<file path="src/rtl/fnd_pkg.sv">
package fnd_pkg;

  localparam int unsigned PSC_LO_P  = 4;
  localparam int unsigned PSC_HI_P  = 8;
  localparam int unsigned LO_MAX_DIV = 80;
  localparam int unsigned OFS_W     = 4;

  typedef enum logic {
    PSC_4_5 = 1'b0,
    PSC_8_9 = 1'b1
  } psc_e;

  function automatic int unsigned base_mod(input psc_e s);
    return (s == PSC_8_9) ? PSC_HI_P : PSC_LO_P;
  endfunction

  // smallest divide where the swallow count never exceeds the main count
  function automatic int unsigned min_div(input psc_e s);
    return base_mod(s) * (base_mod(s) - 1);
  endfunction

endpackage

</file>
<file path="src/rtl/fnd_acc_stage.sv">
module fnd_acc_stage #(
  parameter int W = 12
) (
  input  logic [W-1:0] acc_q,
  input  logic [W-1:0] addend,
  input  logic [W-1:0] modulus,
  output logic [W-1:0] acc_d,
  output logic         carry
);

  logic [W:0] sum;
  logic [W:0] wrapped;

  assign sum     = {1'b0, acc_q} + {1'b0, addend};
  assign wrapped = sum - {1'b0, modulus};

  always_comb begin
    carry = (sum >= {1'b0, modulus});
    acc_d = carry ? wrapped[W-1:0] : sum[W-1:0];
  end

endmodule

</file>
<file path="src/rtl/fnd_mash3.sv">
module fnd_mash3 #(
  parameter int W = 12
) (
  input  logic                clk,
  input  logic                rst_n,
  input  logic                step,
  input  logic [W-1:0]        frac,
  input  logic [W-1:0]        modulus,
  output logic signed [3:0]   ofs
);

  localparam int NSTG = 3;

  logic [W-1:0] acc_q [NSTG];
  logic [W-1:0] acc_d [NSTG];
  logic [NSTG-1:0] cy;
  logic c2d, c3d, c3dd;

  for (genvar g = 0; g < NSTG; g++) begin : g_stage
    logic [W-1:0] add;
    if (g == 0) begin : g_first
      assign add = frac;
    end else begin : g_chain
      assign add = acc_d[g-1];
    end
    fnd_acc_stage #(.W(W)) u_acc (
      .acc_q  (acc_q[g]),
      .addend (add),
      .modulus(modulus),
      .acc_d  (acc_d[g]),
      .carry  (cy[g])
    );
  end

  always_comb begin
    ofs = $signed({3'b000, cy[0]})
        + $signed({3'b000, cy[1]}) - $signed({3'b000, c2d})
        + $signed({3'b000, cy[2]}) - $signed({2'b00, c3d, 1'b0})
        + $signed({3'b000, c3dd});
  end

  always_ff @(posedge clk) begin
    if (!rst_n) begin
      for (int i = 0; i < NSTG; i++) acc_q[i] <= '0;
      c2d  <= 1'b0;
      c3d  <= 1'b0;
      c3dd <= 1'b0;
    end else if (step) begin
      for (int i = 0; i < NSTG; i++) acc_q[i] <= acc_d[i];
      c2d  <= cy[1];
      c3dd <= c3d;
      c3d  <= cy[2];
    end
  end

endmodule

</file>
<file path="src/rtl/fnd_dm_counter.sv">
module fnd_dm_counter
  import fnd_pkg::*;
#(
  parameter int DIV_W = 10
) (
  input  logic             clk,
  input  logic             rst_n,
  input  logic             in_en,
  input  psc_e             psc,
  input  logic [DIV_W-1:0] load_val,
  output logic             term
);

  localparam int MW = DIV_W - 2;

  logic [MW-1:0] main_q;
  logic [2:0]    swal_q;
  logic [3:0]    pre_q;
  logic [3:0]    last_pre;
  logic          pre_wrap;
  logic [MW-1:0] load_main;
  logic [2:0]    load_swal;
  logic [DIV_W-1:0] sh_hi, sh_lo;

  assign sh_hi = load_val >> 3;
  assign sh_lo = load_val >> 2;

  always_comb begin
    if (psc == PSC_8_9) begin
      last_pre  = (swal_q != 3'd0) ? 4'd8 : 4'd7;
      load_main = sh_hi[MW-1:0];
      load_swal = load_val[2:0];
    end else begin
      last_pre  = (swal_q != 3'd0) ? 4'd4 : 4'd3;
      load_main = sh_lo[MW-1:0];
      load_swal = {1'b0, load_val[1:0]};
    end
    pre_wrap = in_en && (pre_q == last_pre);
    term     = pre_wrap && (main_q == MW'(1));
  end

  always_ff @(posedge clk) begin
    if (!rst_n || term) begin
      main_q <= load_main;
      swal_q <= load_swal;
      pre_q  <= 4'd0;
    end else if (pre_wrap) begin
      pre_q  <= 4'd0;
      main_q <= main_q - MW'(1);
      if (swal_q != 3'd0) swal_q <= swal_q - 3'd1;
    end else if (in_en) begin
      pre_q <= pre_q + 4'd1;
    end
  end

endmodule

</file>
<file path="src/rtl/fnd_range_chk.sv">
module fnd_range_chk
  import fnd_pkg::*;
#(
  parameter int DIV_W = 10
) (
  input  logic             clk,
  input  logic             rst_n,
  input  psc_e             psc,
  input  logic [DIV_W-1:0] div_value,
  output logic             err
);

  logic too_low, too_high;

  always_comb begin
    too_low  = (32'(div_value) < min_div(psc));
    too_high = (psc == PSC_4_5) && (32'(div_value) > LO_MAX_DIV);
  end

  always_ff @(posedge clk) begin
    if (!rst_n)                   err <= 1'b0;
    else if (too_low || too_high) err <= 1'b1;
  end

endmodule

</file>
<file path="src/rtl/frac_n_divider.sv">
module frac_n_divider
  import fnd_pkg::*;
#(
  parameter int INT_W = 9,
  parameter int MOD_W = 12,
  parameter int DIV_W = 10
) (
  input  logic             clk,
  input  logic             rst_n,
  input  logic [INT_W-1:0] int_val,
  input  logic [MOD_W-1:0] frac_val,
  input  logic [MOD_W-1:0] mod_val,
  input  logic             psc_sel,
  input  logic             in_en,
  output logic             div_pulse,
  output logic [DIV_W-1:0] div_value,
  output logic             div_err
);

  localparam int SUM_W = DIV_W + 1;

  psc_e                    psc;
  logic signed [3:0]       mash_ofs;
  logic signed [SUM_W-1:0] d_sum;
  logic [DIV_W-1:0]        d_next;
  logic [DIV_W-1:0]        load_val;
  logic                    term;

  assign psc = psc_e'(psc_sel);

  fnd_mash3 #(.W(MOD_W)) u_mash (
    .clk    (clk),
    .rst_n  (rst_n),
    .step   (term),
    .frac   (frac_val),
    .modulus(mod_val),
    .ofs    (mash_ofs)
  );

  assign d_sum    = $signed({{(SUM_W-INT_W){1'b0}}, int_val}) + SUM_W'(mash_ofs);
  assign d_next   = d_sum[DIV_W-1:0];
  assign load_val = rst_n ? d_next : DIV_W'(int_val);

  fnd_dm_counter #(.DIV_W(DIV_W)) u_cnt (
    .clk     (clk),
    .rst_n   (rst_n),
    .in_en   (in_en),
    .psc     (psc),
    .load_val(load_val),
    .term    (term)
  );

  always_ff @(posedge clk) begin
    if (!rst_n) begin
      div_pulse <= 1'b0;
      div_value <= DIV_W'(int_val);
    end else begin
      div_pulse <= term;
      if (term) div_value <= d_next;
    end
  end

  fnd_range_chk #(.DIV_W(DIV_W)) u_rng (
    .clk      (clk),
    .rst_n    (rst_n),
    .psc      (psc),
    .div_value(div_value),
    .err      (div_err)
  );

  logic unused_sign;
  assign unused_sign = d_sum[SUM_W-1];

endmodule

</file>
<file path="config.mk">
export PLATFORM = sky130hd
export DESIGN_NAME = frac_n_divider
export DESIGN_NICKNAME = d
export VERILOG_FILES = /design/src/rtl/fnd_pkg.sv /design/src/rtl/fnd_acc_stage.sv /design/src/rtl/fnd_mash3.sv /design/src/rtl/fnd_dm_counter.sv /design/src/rtl/fnd_range_chk.sv /design/src/rtl/frac_n_divider.sv
export SDC_FILE = /design/constraint.sdc
export NUM_CORES = 1
export LEC_CHECK = 0
export BUFFER_PORTS_ARGS = -buffer_cell sky130_fd_sc_hd__buf_2
export CAP_MARGIN = 30
export CELL_PAD_IN_SITES_DETAIL_PLACEMENT = 0
export CELL_PAD_IN_SITES_GLOBAL_PLACEMENT = 1
export CORE_MARGIN = 3
export CORE_UTILIZATION = 52
export DETAILED_ROUTE_END_ITERATION = 8
export HOLD_SLACK_MARGIN = 0.02
export PLACE_DENSITY = 0.86
export RECOVER_POWER = 100
export REMOVE_ABC_BUFFERS = 1
export SYNTH_ARGS = -nofsm -noshare
export SYNTH_HDL_FRONTEND = slang
export SYNTH_SLANG_ARGS = --single-unit
</file>
<file path="constraint.sdc">
create_clock -name clk -period 34.6 [get_ports clk]
set_input_delay 5.19 -clock clk [delete_from_list [all_inputs] [get_ports clk]]
set_output_delay 5.19 -clock clk [all_outputs]
set_load 0.005 [all_outputs]
</file>
Word level (Yosys, flattened, before mapping)
Memories as Yosys holds them, arrays and structs flattened. Index checks and enable logic that the tools add are counted.

Input bits: 37. Bits in writable memories: 36. Output and inout bits: 12. Register bits after elaboration: 30. Memories: 1. Word-level logic and storage cells: 75.

Memory list: u_mash.acc_q (depth 3, width 12, read ports 3, clocked after memory_dff 0, wr ports 3, RTL line fnd_mash3.sv:14) `logic [W-1:0] acc_q [NSTG];`.

Add/sub/neg operators: 16. $mul: 1. Order comparisons: 5. Equal/unequal tests: 3. Bitwise logic cells: 4. Mux-type cells: 24. Reduce and logical (&&, ||, !) cells: 11.

Operators by type and width (count): $mux W12 (6); $add A12 B12 Y13 (3); $ge A13 B12 Y1 (3); $sub A12 B12 Y12 (3); $lt A10 B32 Y1 (1); $mul A32 B32 Y32 (1); $sub A32 B1 Y32 const B (1); $mux W8 (3); $mux W9 (2); $mux W3 (5); $mux W4 (3); $add A10 B4 Y10 (1); $gt A10 B7 Y1 const B (1); $mux W10 (1); $add A4 B2 Y4 (2); $eq A8 B1 Y1 const B (1); $sub A8 B1 Y8 const B (1); $add A4 B1 Y4 const B (1); $eq A4 B4 Y1 (1); $mux W1 (4); $reduce_bool A2 Y1 (2); $sub A4 B2 Y4 (1); $sub A4 B3 Y4 (1); $logic_and A1 B1 Y1 (3); 10 further kinds (13).

Logic depth before layout (Yosys ltp)
An unclocked memory read counts as a cell.

Depth in word-level cells: 16. Mapped depth: 67. Depth with buffers taken out: 62.

Modules after synthesis
From an unflattened synthesis, not the netlist that was laid out.

Cell total of the unflattened synthesis: 792. Area, all modules: 7445.9 µm².

By module, submodules not included: fnd_acc_stage at u_mash.g_stage[0].u_acc ... (cells each 167, instances 2, area an instance 1272.5 µm², seq. area each 0.0 µm²); fnd_mash3 (cells each 110, instances 1, area an instance 1656.6 µm², seq. area each 1141.1 µm²); fnd_acc_stage at u_mash.g_stage[2].u_acc (cells each 166, instances 1, area an instance 1277.5 µm², seq. area each 0.0 µm²); fnd_dm_counter (cells each 84, instances 1, area an instance 988.4 µm², seq. area each 410.4 µm²); frac_n_divider (cells each 84, instances 1, area an instance 845.8 µm², seq. area each 310.3 µm²); fnd_range_chk (cells each 14, instances 1, area an instance 132.6 µm², seq. area each 20.0 µm²).

Worst setup path after synthesis
Ideal clock, no wire load.

Kind: input port to flip-flop. Start point: input port frac_val[0]. End point: register u_cnt.main_q[5] (data pin). Setup time: 0.284 ns. Slack: 17.409 ns. Data required time: 34.316 ns. Data arrival time: 16.907 ns. Cell stages on the path: 62. Cells stage by stage: ha_1 -> inv_1 -> fa_1 -> nor2b_1 -> o31a_1 -> o2111ai_2 -> a31oi_1 -> xor2_1 -> ha_1 -> a21oi_1 -> o21ai_0 -> o21ai_0 -> a22oi_2 -> a211oi_4 -> inv_2 -> buf_6 -> mux2_4 -> ha_1 -> [26 not listed] -> a311o_1 -> buf_2 -> inv_2 -> ha_1 -> inv_1 -> fa_1 -> ha_1 -> inv_1 -> ha_1 -> inv_1 -> ha_1 -> a21oi_1 -> o21ai_1 -> a211oi_1 -> a31oi_1 -> o211ai_1 -> xor2_1 -> a31oi_1.

RTL lines: start: declaration (RTL line frac_n_divider.sv:11) `input logic [MOD_W-1:0] frac_val,`; end signal: assignment (RTL line fnd_dm_counter.sv:44) `main_q <= load_main;`; end signal: assignment (RTL line fnd_dm_counter.sv:49) `main_q <= main_q - MW'(1);`; end: declaration (RTL line fnd_dm_counter.sv:16) `logic [MW-1:0] main_q;`.

==> results_dict.tcl <==
set metrics [dict create \
    hold_ws_ns 0.493 \
    start_kind "primary input" \
    reg2regPathDepth 57 \
    routed-via-count 6017 \
    diodes 0 \
    clkSinkCount 66 \
    grt_usage 0.230 \
    post-route-period-util 0.577 \
    syn_inst 804 \
    cts_inserted_buffers 9 \
    drt-total-wl_mm 17.4 \
    setup_viol 0 \
    ioPinCount 49 \
    synthArstFlopShare 0 \
    hold_viol 0 \
    fp.dieW_um 124 \
    synth_cell_types 79 \
    first_pass_iters 5 \
    cts-hold-fix-buffers 0 \
    ys_seq_area_frac 0.259 \
    portBuffers 48 \
    cts_tree "done" \
    stdcell_area_sq_mm 0.00787 \
    ant_nets 0 \
    antenna_found_initial 0 \
    drt_iter0_markers 350 \
    slew_viol_final 34 \
    final_cells 1018 \
    cts_setup_buffers 0 \
    critical_path_arrival_ns 19.97 \
    grt_pass1_vias 5732 \
    min_path_cells 2 \
    syn_area_per_cell_sq_um 9.02 \
    grt_pass1_wl_mm 28.0 \
    grt_overflow 0 \
    layout-drive-gt1-share 0.106 \
    r2r_setup_slack_ns 19.26 \
    ys.flop_type "edfxtp_1" \
    violations "max-capacitance violations, max-slew violations" \
    start_util 0.539 \
    fmax_mhz 50.1 \
    clk_pin_slew_ns 0.06 \
    tightest_slew_ns 1.80 \
    core_sq_mm 0.0135 \
    netlist_area_sq_mm 0.00725 \
    slew_headroom -0.197 \
    slowest_stage "a211oi_1" \
    wl_per_cell_um 17.1 \
    min_from "u_rng.err" \
    gp_congestion 0.848 \
    hpwlAfterDp_mm 13.7 \
    skew_ns 0.0102 \
    num_rows 42 \
    synth_seq_cells 66 \
    max_cap_violations 2 \
    hold_path_end "u_rng.err" \
    die_area_sq_mm 0.0154 \
    synth_edf_count 56 \
    ys_warn_count 0 \
    drcViolationCount 0 \
    cts_resized 0 \
    dp_cells 1001 \
    worst_r2r_startpoint "u_mash.acc_q[0][0]" \
    post-route-min-period_ns 19.95 \
    clk_path_buf_depth 2 \
    required_ns 34.62 \
    area_growth_pct 8.49 \
    grt_max_degree 49 \
    max_stage_delay_ns 0.66 \
    status "finished with violations" \
    grt_setup_unrepaired "no" \
    dpl_cell_area_sq_mm 0.00760 \
    reg2reg_to "u_cnt.main_q[5]" \
    die_h_um 124 \
    fin_tns_setup_ns 0 \
    cp_common_cell "ha_1" \
    vias_per_cell 5.91 \
    critPathKind "primary input to register" \
    cp_max_fo 19 \
    cts_root_buf "clkbuf_16" \
    critPathCaptureType "register" \
    min_path_type "register to register" \
    fin_nets 974 \
    clock_latency_ns 0.34 \
    htree_num_levels 3 \
]
==> cells in the mapped netlist, types with 3 or more instances <==
library cell  number  area, sq um
ha_1              91         1140
nor2_1            69          259
a21oi_1           58          290
edfxtp_1          56         1680
inv_1             53          199
xnor2_1           50          438
nand2_1           44          165
xor2_1            21          184
o21ai_0           20          100
and2_1            19          119
nor3_1            19         95.1
clkbuf_1          18         67.6
nand3_1           16         80.1
o21ai_1           15         75.1
a21o_1            14          105
mux2i_1           13          130
nor2b_1           13         81.3
dfxtp_1           10          200
nand4_1           10         62.6
a211oi_1           9         67.6
and3_1             9         56.3
fa_1               9          180
nand2b_1           9         56.3
and2_4             8         70.1
buf_2              8         40.0
mux2_1             8         90.1
mux2_4             8          120
o211ai_1           8         60.1
o21a_1             8         60.1
mux2_2             7         78.8
a31oi_1            6         37.5
inv_2              6         22.5
o31ai_1            6         45.0
o2111ai_1          5         43.8
o22ai_1            5         31.3
a221o_1            4         40.0
o21bai_1           4         30.0
or3_1              4         25.0
a211o_1            3         26.3
nand3b_1           3         22.5
nor3b_1            3         22.5
nor4_1             3         18.8
o31a_1             3         26.3
==> state kept, by name, summed over array words and instances, names as in the netlist <==
signal,cells
u_cnt.main_q,8
div_value,10
u_cnt.pre_q,4
u_mash.c2d,1
div_pulse,1
u_rng.err,1
u_mash.c3dd,1
u_cnt.swal_q,3
u_mash.acc_q,36
u_mash.c3d,1
==> layout by cell type (no fill, tap or decap), types with 12 or more instances in the layout <==
cell,instances
a21o_1,14
a21oi_1,58
and2_1,16
buf_2,44
clkbuf_16,12
edfxtp_1,56
ha_1,91
inv_1,59
mux2_1,13
mux2i_1,13
nand2_1,44
nand3_1,16
nor2_1,69
nor2b_1,13
nor3_1,19
o21ai_0,28
xnor2_1,50
xor2_1,21
==> worst max-delay path, delay by kind of cell <==
kind,cells,cell delay [ns]
simple gates,11,2.09
mux,1,0.46
fa+ha+maj,12,4.12
buf+inv,7,1.50
xor+xnor,2,0.41
compound gates,25,6.17
==> worst max path at each step <==
stage                            from         endpoint  slack, ns  cells after the start
after floorplan           frac_val[0]  u_cnt.main_q[5]      17.37                     58
after global placement    frac_val[0]  u_cnt.main_q[6]      15.88                     57
after detailed placement  frac_val[0]  u_cnt.main_q[6]      15.49                     57
after CTS                 frac_val[0]  u_cnt.main_q[6]      15.79                     57
after global routing      frac_val[0]  u_cnt.main_q[5]      13.58                     61
final                     frac_val[0]  u_cnt.main_q[5]      14.65                     58
==> routing by layer <==
| metal | vias to the layer above | GRT usage | wire length, um |
|---|---|---|---|
| met5 | - | 0 | 0 |
| met4 | 0 | 0.0465 | 149 |
| met3 | 11 | 0.0263 | 706 |
| met2 | 123 | 0.378 | 8050 |
| met1 | 2868 | 0.329 | 8460 |
| li1 | 3015 | - | - |
==> kinds of logic after synthesis <==
family | share of synthesized area
adder cells (fa/ha/maj) | 0.182
AO/OA/AOI/OAI | 0.196
buffers and inverters | 0.0469
AND/OR/NAND/NOR | 0.172
XOR/XNOR | 0.0857
flip-flops | 0.259
multiplexers | 0.0578
==> per-stage QoR <==
stage | util | setup slack (ns)
6_report | 0.585 | 14.65
2_1_floorplan | - | 17.37
5_1_grt | 0.585 | 13.58
3_5_place_dp | 0.565 | 15.49
3_3_place_gp | 0.565 | 15.88
4_1_cts | 0.590 | 15.79
==> final cells by class <==
cell class	instances	area (sq um)
inverter	59	221
clock inverter	3	22.5
fill	1235	5580
timing repair buffer	49	239
clock buffer	13	314
sequential	66	1880
tap	176	220
multi-input combinational	652	4970
Power is left out: the tool's default activity adds up to more than one toggle a clock period on the data nets, which glitch-free logic cannot reach.
